==> config.mk <==
export PLATFORM = sky130hd
export DESIGN_NAME = snd_noise_detect
export DESIGN_NICKNAME = d
export VERILOG_FILES = /design/src/rtl/snd_pkg.sv /design/src/rtl/snd_edges.sv /design/src/rtl/snd_line_judge.sv /design/src/rtl/snd_field_gate.sv /design/src/rtl/snd_counter.sv /design/src/rtl/snd_noise_detect.sv
export SDC_FILE = /design/constraint.sdc
export NUM_CORES = 1
export LEC_CHECK = 0
export BUFFER_PORTS_ARGS = -buffer_cell sky130_fd_sc_hd__buf_2
export CORE_AREA = 2 2 53 55
export DETAILED_ROUTE_END_ITERATION = 10
export DIE_AREA = 0 0 55 57
export GPL_ROUTABILITY_DRIVEN = 0
export PLACE_DENSITY = 0.73
export SLEW_MARGIN = 30
export SYNTH_ARGS = -nofsm -noshare
export SYNTH_HDL_FRONTEND = slang
export SYNTH_SLANG_ARGS = --single-unit
==> constraint.sdc <==
create_clock -name clk -period 1.65 [get_ports clk]
set_input_delay 0.0825 -clock clk [delete_from_list [all_inputs] [get_ports clk]]
set_output_delay 0.0825 -clock clk [all_outputs]
set_load 0.02 [all_outputs]
==> src/rtl/snd_pkg.sv <==
package snd_pkg;
  typedef struct packed {
    logic sync_rise;
    logic line_end;
    logic field_rise;
  } snd_evt_t;
endpackage

==> src/rtl/snd_edges.sv <==
module snd_edges #(
  parameter int N = 3,
  parameter logic [N-1:0] FALL_MASK = '0
) (
  input  logic         clk,
  input  logic         rst_n,
  input  logic [N-1:0] sig,
  output logic [N-1:0] evt
);
  logic [N-1:0] sig_q;

  always_ff @(posedge clk) begin
    if (!rst_n) sig_q <= '0;
    else        sig_q <= sig;
  end

  for (genvar i = 0; i < N; i++) begin : g_bit
    if (FALL_MASK[i]) begin : g_fall
      assign evt[i] = sig_q[i] & ~sig[i];
    end else begin : g_rise
      assign evt[i] = sig[i] & ~sig_q[i];
    end
  end
endmodule

==> src/rtl/snd_line_judge.sv <==
module snd_line_judge #(
  parameter int POS_W = 7
) (
  input  logic             clk,
  input  logic             rst_n,
  input  logic             sync_rise,
  input  logic             line_end,
  input  logic [POS_W-1:0] hpos,
  input  logic [POS_W-1:0] win_clr,
  output logic             line_noisy
);
  logic win, hit_open_q, hit_shut_q, armed;
  logic hit_open, hit_shut;

  // Fold in a pulse arriving on the judging edge itself.
  assign hit_open   = hit_open_q | (sync_rise & win);
  assign hit_shut   = hit_shut_q | (sync_rise & ~win);
  assign line_noisy = line_end & armed & (hit_open | ~hit_shut);

  always_ff @(posedge clk) begin
    if (!rst_n) begin
      win        <= 1'b0;
      hit_open_q <= 1'b0;
      hit_shut_q <= 1'b0;
      armed      <= 1'b0;
    end else if (line_end) begin
      win        <= 1'b1;
      hit_open_q <= 1'b0;
      hit_shut_q <= 1'b0;
      armed      <= 1'b1;
    end else begin
      if (hpos == win_clr) win <= 1'b0;
      hit_open_q <= hit_open;
      hit_shut_q <= hit_shut;
    end
  end
endmodule

==> src/rtl/snd_field_gate.sv <==
module snd_field_gate (
  input  logic clk,
  input  logic rst_n,
  input  logic field_rise,
  input  logic int_ref,
  input  logic text_mode,
  input  logic rst_en,
  output logic field_clr
);
  logic even_next;
  logic allow;

  assign allow     = ~(int_ref & text_mode) | rst_en;
  assign field_clr = field_rise & even_next & allow;

  always_ff @(posedge clk) begin
    if (!rst_n)          even_next <= 1'b0;
    else if (field_rise) even_next <= ~even_next;
  end
endmodule

==> src/rtl/snd_counter.sv <==
module snd_counter #(
  parameter int CNT_W = 8
) (
  input  logic             clk,
  input  logic             rst_n,
  input  logic             line_noisy,
  input  logic             field_clr,
  input  logic [CNT_W-1:0] level,
  input  logic             flag_clr,
  output logic [CNT_W-1:0] cnt,
  output logic             irq
);
  logic             at_max, bump, hit_level;
  logic [CNT_W-1:0] cnt_nxt;

  assign at_max    = &cnt;
  assign bump      = line_noisy & ~at_max & ~field_clr;
  assign cnt_nxt   = cnt + 1'b1;
  assign hit_level = bump & (cnt_nxt == level);

  always_ff @(posedge clk) begin
    if (!rst_n) begin
      cnt <= '0;
      irq <= 1'b0;
    end else begin
      if (field_clr) cnt <= '0;
      else if (bump) cnt <= cnt_nxt;
      irq <= hit_level | (irq & ~flag_clr);
    end
  end
endmodule

==> src/rtl/snd_noise_detect.sv <==
module snd_noise_detect #(
  parameter int POS_W = 7,
  parameter int CNT_W = 8
) (
  input  logic             clk,
  input  logic             rst_n,
  input  logic             csync,
  input  logic             hosc,
  input  logic             vsync,
  input  logic [POS_W-1:0] hpos,
  input  logic [POS_W-1:0] win_clr,
  input  logic [CNT_W-1:0] level,
  input  logic             int_ref,
  input  logic             text_mode,
  input  logic             rst_en,
  input  logic             flag_clr,
  output logic [CNT_W-1:0] noise_cnt,
  output logic             noise_irq
);
  import snd_pkg::*;

  snd_evt_t evt;
  logic     line_noisy, field_clr;

  snd_edges #(.N(3), .FALL_MASK(3'b010)) u_edges (
    .clk(clk), .rst_n(rst_n),
    .sig({vsync, hosc, csync}),
    .evt({evt.field_rise, evt.line_end, evt.sync_rise})
  );

  snd_line_judge #(.POS_W(POS_W)) u_judge (
    .clk(clk), .rst_n(rst_n),
    .sync_rise(evt.sync_rise), .line_end(evt.line_end),
    .hpos(hpos), .win_clr(win_clr), .line_noisy(line_noisy)
  );

  snd_field_gate u_gate (
    .clk(clk), .rst_n(rst_n), .field_rise(evt.field_rise),
    .int_ref(int_ref), .text_mode(text_mode), .rst_en(rst_en),
    .field_clr(field_clr)
  );

  snd_counter #(.CNT_W(CNT_W)) u_cnt (
    .clk(clk), .rst_n(rst_n), .line_noisy(line_noisy),
    .field_clr(field_clr), .level(level), .flag_clr(flag_clr),
    .cnt(noise_cnt), .irq(noise_irq)
  );
endmodule

==> results of run 1 <==
[logic make-up after synthesis]
kind of cell | share of synthesized area
xor+xnor | 0.186
fa+ha+maj | 0.0121
buf+inv | 0.0302
mux | 0.0205
flops | 0.329
simple gates | 0.296
compound gates | 0.127
[cell usage after synthesis (all sizes together) (2+ instances only)]
master and number:
a21oi 7, a311oi 2, and2 3, and3 2, buf 2, dfxtp 17, inv 3, nand2 7
nand2b 4, nand3 3, nand3b 2, nand4 2, nor2 16, nor2b 3, nor3 2, nor4 2
nor4b 2, o21ai 2, xnor2 13, xor2 9
[worst max path at each step]
stage | start | to | cells past startpoint
final | u_edges.sig_q[1]$_SDFF_PN0_ | u_cnt.cnt[5]$_SDFFE_PP0P_ | 5
after global routing | u_cnt.cnt[0]$_SDFFE_PP0P_ | u_cnt.irq$_SDFF_PN0_ | 6
after global placement | u_cnt.cnt[0]$_SDFFE_PP0P_ | u_cnt.irq$_SDFF_PN0_ | 6
after CTS | u_edges.sig_q[0]$_SDFF_PN0_ | u_cnt.cnt[5]$_SDFFE_PP0P_ | 5
after floorplan | u_cnt.cnt[1]$_SDFFE_PP0P_ | u_cnt.irq$_SDFF_PN0_ | 6
after detailed placement | u_edges.sig_q[0]$_SDFF_PN0_ | u_cnt.cnt[1]$_SDFFE_PP0P_ | 5
[timing repair]
| action | 4_1_cts | 5_1_grt |
|---|---|---|
| resized for setup | 2 | 11 |
| setup endpoints to repair | 2 | 8 |
| pin swaps | 1 | 4 |
| hold buffers | 1 | 0 |
| hold endpoints to repair | 1 | 0 |
| setup buffers | 1 | 0 |
[critical path, cell delays in order, from the launching register on]
cell      delay, ps
dfxtp_1         370
nand2b_4         80
a311o_4         430
nor4_1          370
xnor2_1         160
nor2_1           50
[area by class of cell]
cell class,count,area (um^2),area share
Timing Repair Buffer,49,273,0.191
Clock inverter,1,7.51,0.00525
Clock buffer,3,22.5,0.0158
Inverter,3,11.3,0.00788
Multi-Input combinational cell,93,727,0.509
Tap cell,31,38.8,0.0271
Sequential cell,17,349,0.244
[state kept, by name, summed over array words and instances (netlist names)]
| register | cells |
|---|---|
| u_cnt.cnt | 8 |
| u_cnt.irq | 1 |
| u_edges.sig_q | 3 |
| u_gate.even_next | 1 |
| u_judge.armed | 1 |
| u_judge.hit_open_q | 1 |
| u_judge.hit_shut_q | 1 |
| u_judge.win | 1 |
[power breakdown]
part / total [uW] / switching [uW] / internal, uW / leakage, uW
sequential: 428 / 8.82 / 419 / 0.000141
clock: 239 / 147 / 92.6 / 0.0000139
combinational: 138 / 65.7 / 72.0 / 0.000445
total: 805 / 221 / 584 / 0.000599
[metal layers]
| layer | global-route usage | share of wire | vias to the layer above |
|---|---|---|---|
| met1 | 0.197 | 0.42 | 468 |
| met2 | 0.318 | 0.49 | 42 |
| met4 | 0.0627 | 0.026 | 0 |
| met3 | 0.0157 | 0.068 | 10 |
| met5 | 0 | 0 | - |
| li1 | - | - | 502 |
[stage by stage]
step,std cells,setup WS [ps]
6_report,197,68.7
5_1_grt,197,-31.8
4_1_cts,197,-2.57
3_5_place_dp,191,-5.07
3_3_place_gp,191,50.0
2_1_floorplan,116,6.22
==> run_results.csv, run 1 <==
group,metric,value,unit
status,violations,"hold timing",
route,drc,0,
sta,setup_tns,0,ps
yosys,ys_types,39,
route,avgViaCountPerCell,5.19,
die,dieArea,3140,um^2
place,dpl.hpwl,2030,um
cells_and_area,postLayoutCoreUtil,0.546,
die,coreArea,2620,um^2
yosys,synth_ff_type,"dfxtp_1",
sta,hold_viol,1,
sta,period_share,0.958,
power,p_leak,0.000599,uW
cells_and_area,drive_above_1_share,0.434,
yosys,post-synth-top-area-cell,"dfxtp_1",
route,routed_wl,2650,um
clock_network,cts_buffers,3,
power,vdd_drop_max,409,uV
clock_network,root_buffer,"clkbuf_4",
cells_and_area,final_common_cell,"buf_2",
die,die_x,55,um
sta,setup_violations,0,
sta,fin_crit,1580,ps
worst_setup_path,r2r_slack,70,ps
die,rows,19,
place,dpl_cell_area,1330,um^2
sta,worst_slew_pin_slew,346,ps
sta,slew_headroom,0.767,
clock_network,htreeDepth,1,
cells_and_area,nNetsFinal,199,
worst_setup_path,crit_type,"register to register",
sta,drv_slew,0,
die,dieHeight,57,um
yosys,syn_inst,116,
global_routing,grt_pass1_wl,4040,um
worst_setup_path,required,1850,ps
hold_path,worst_hold_startpoint,"csync",
yosys,seq_area_frac_synth,0.329,
clock_network,cts_tree,"done",
cells_and_area,nFillCells,246,
worst_setup_path,cp_max_fo,6,
yosys,synth-edff-count,0,
global_routing,grt_max_degree,12,
worst_setup_path,rr_worst_depth,5,
yosys,syn_area,1040,um^2
clock_network,cts.sinks,17,
power,power-per-cell-area,563,nW/um^2
job,cap_violations,0,
worst_setup_path,r2r-end,"u_cnt.cnt[5]$_SDFFE_PP0P_",
cells_and_area,antenna_cells,0,
die,initial_core_util,0.396,
route,drtIter0Drc,13,
global_routing,grt_pass1_vias,990,
global_routing,antenna_found_initial,0,
sta,clock_skew,10.4,ps
yosys,synthTopCellsByArea,"dfxtp_1 33%, xnor2_1 11%, xor2_1 7.6%",
cells_and_area,final_area,1430,um^2
sta,hold_ws,-0.0698,ps
worst_setup_path,rr_startpoint,"u_edges.sig_q[1]$_SDFF_PN0_",
yosys,yosys_warnings,0,
hold_path,hold_class,"input port to register",
power,fin_total_pwr,805,uW
global_routing,overflow,0,
clock_network,insertion_delay,310,ps
yosys,syn_area_per_cell,8.93,um^2
route,postRouteAntennaNets,0,
route,routed-via-count,1022,
hold_path,holdPathEnd,"u_edges.sig_q[0]$_SDFF_PN0_",
yosys,netlist.area_leader.share,0.329,
yosys,postSynth.asyncResetShare,0,
cells_and_area,area_growth,37.9,%
global_routing,gr-usage-all-layers,0.172,
hold_path,min_path_cells,2,
worst_setup_path,cp-end-kind,"register",
clock_network,clock_path_buffers,2,
die,io_pins,40,
route,wire_per_inst,13.4,um
status,status,"complete, but fails checks",
worst_setup_path,worstPathArrival,1780,ps
yosys,syn_nets,148,
yosys,ys_ff_latch,17,
place,io_buffers,39,
cells_and_area,mostFrequentLayoutCells,"39 x buf_2, 14 x nor2_1, 14 x dfxtp_1, 13 x xnor2_1",
sta,fmax,632,MHz
worst_setup_path,start_kind,"register",
route,dr.pass1.iters,4,
clock_network,cts.clk_slew.worst_paths,110,ps
Note: power is estimated with default switching activity, not from simulation.
==> inputs of run 2 (changes only) <==
- CORE_AREA: 2 2 53 55 -> 2 2 49 51
- DIE_AREA: 0 0 55 57 -> 0 0 51 53
- PLACE_DENSITY: 0.73 -> 0.81
- SKIP_CTS_REPAIR_TIMING: not set -> 1
- clock period: 1.65 -> 1.9 ns (I/O delays scaled with it)
==> run 2 against run 1 <==
- non-clock buffer count is 7 lower
- register-to-register slack gained 50 ps
- sequential power decreased by 13%
- the run now ends clean
- final area is 9.3% lower
- combinational power shrank 22%
- die area decreased by 14%
- highest routed layer unchanged
==> run_results.csv, run 2 (synthesized netlist as in run 1, its figures left out) <==
group,metric,value,unit
clock_network,insertion_delay,300,ps
cells_and_area,area_growth,25.1,%
die,coreArea,2150,um^2
route,avgViaCountPerCell,5.40,
cells_and_area,largest_reg_flops,8,
cells_and_area,final_common_cell,"buf_2",
sta,setup_tns,0,ps
clock_network,root_buffer,"clkbuf_4",
sta,hold_viol,0,
place,io_buffers,39,
worst_setup_path,start_kind,"register",
die,rows,17,
cells_and_area,reg.largest.list,"u_cnt.cnt x8, u_edges.sig_q x3",
worst_setup_path,worstPathArrival,2030,ps
power,vdd_drop_max,312,uV
die,initial_core_util,0.482,
route,dr.max_layer_used,"met4",
die,dieHeight,53,um
sta,fin_crit,1780,ps
cells_and_area,regMostFlops,"u_cnt.cnt",
job,cap_violations,0,
sta,rsz0062_at_grt,"false",
global_routing,overflow,0,
route,wire_per_inst,13.0,um
global_routing,grt_pass1_wl,3880,um
cells_and_area,postLayoutCoreUtil,0.603,
clock_network,cts.sinks,17,
global_routing,grt_max_degree,11,
die,dieArea,2700,um^2
clock_network,clock_path_buffers,2,
global_routing,antenna_found_initial,0,
power,power-per-cell-area,527,nW/um^2
worst_setup_path,crit_type,"register to register",
sta,clock_skew,6.24,ps
clock_network,cts_tree,"done",
route,postRouteAntennaNets,0,
worst_setup_path,r2r_slack,120,ps
route,drc,0,
worst_setup_path,critPathLaunch,"u_cnt.cnt[1]$_SDFFE_PP0P_",
route,drtIter0Drc,36,
sta,drv_slew,0,
route,wl_met3,248,um
route,routed-via-count,1009,
global_routing,gr-usage-all-layers,0.193,
status,status,"finished, final reports clean",
worst_setup_path,required,2150,ps
worst_setup_path,cp-end-kind,"register",
die,io_pins,40,
sta,worst_slew_pin_slew,442,ps
hold_path,worst_hold_startpoint,"hosc",
global_routing,grt_pass1_vias,926,
sta,slew_headroom,0.698,
clock_network,cts_buffers,3,
route,dr_wl_met2,1130,um
clock_network,htreeDepth,1,
sta,period_share,0.938,
worst_setup_path,rr_startpoint,"u_cnt.cnt[1]$_SDFFE_PP0P_",
route,dr.pass1.iters,4,
hold_path,hold_class,"input port to register",
worst_setup_path,cp_max_fo,5,
cells_and_area,nNetsFinal,192,
power,p_leak,0.000560,uW
clock_network,cts.clk_slew.worst_paths,110,ps
cells_and_area,drive_above_1_share,0.340,
cells_and_area,antenna_cells,0,
route,wl_met1,967,um
cells_and_area,mostFrequentLayoutCells,"39 x buf_2, 17 x dfxtp_1, 16 x nor2_1, 13 x xnor2_1, 9 x xor2_1",
place,dpl.hpwl,1850,um
die,die_x,51,um
route,routed_wl,2440,um
sta,setup_violations,0,
sta,fmax,561,MHz
==> run 2: cell types whose count changed in the layout (fill, tap and decap cells not counted), sizes merged <==
cell	previous run	this run
dlygate4sd3	1	0
buf	48	42
clkinv	0	1
clkinvlp	1	0
==> run 2: worst max-delay path: stages (launching register included) <==
cell       delay [ps]
dfxtp_1           400
ha_1              180
or3b_1            360
and3_1            210
o32ai_1           260
o2111ai_1         160
o21ai_1           150
==> run 2: per-stage QoR <==
stage | std cells | power [uW] | hold WS (ps) | worst slack [ps] | instance area, um^2
floorplan | 116 | 440 | 217 | 33.6 | 1040
global placement | 183 | 485 | 314 | 262 | 1270
detailed placement | 183 | 490 | 322 | 208 | 1270
CTS | 187 | 689 | 7.55 | 134 | 1300
global route | 187 | 715 | 14.6 | 1.15 | 1300
finish | 187 | 683 | 9.15 | 118 | 1300
==> run 2: final timing paths <==
path | endpoint | depth (start not counted)
hold / removal | u_edges.sig_q[1]$_SDFF_PN0_ | 2
setup / recovery | u_cnt.irq$_SDFF_PN0_ | 6
hold reg to reg | u_judge.armed$_SDFFE_PN0N_ | 2
setup reg to reg | u_cnt.irq$_SDFF_PN0_ | 6
==> run 2: area by class of cell <==
cell class	instances	area, um^2
flip-flops and latches	17	340
fillers	199	852
inverters	3	11.3
multi-input cells	93	664
clock buffers	3	22.5
clock inverters	1	5.00
repair buffers	42	218
well taps	28	35.0
==> run 2: power by group <==
part,total [uW],internal [uW],leakage (uW),switching [uW]
combinational,108,56.7,0.000404,51.3
clock,201,78.6,0.0000177,123
sequential,374,367,0.000139,7.01
total,683,502,0.000560,181
==> run 2: metal layers <==
metal,vias to the layer above,global-route usage
li1,491,-
met1,438,0.205
met2,67,0.366
met3,13,0.0367
met4,0,0.0901
met5,-,0
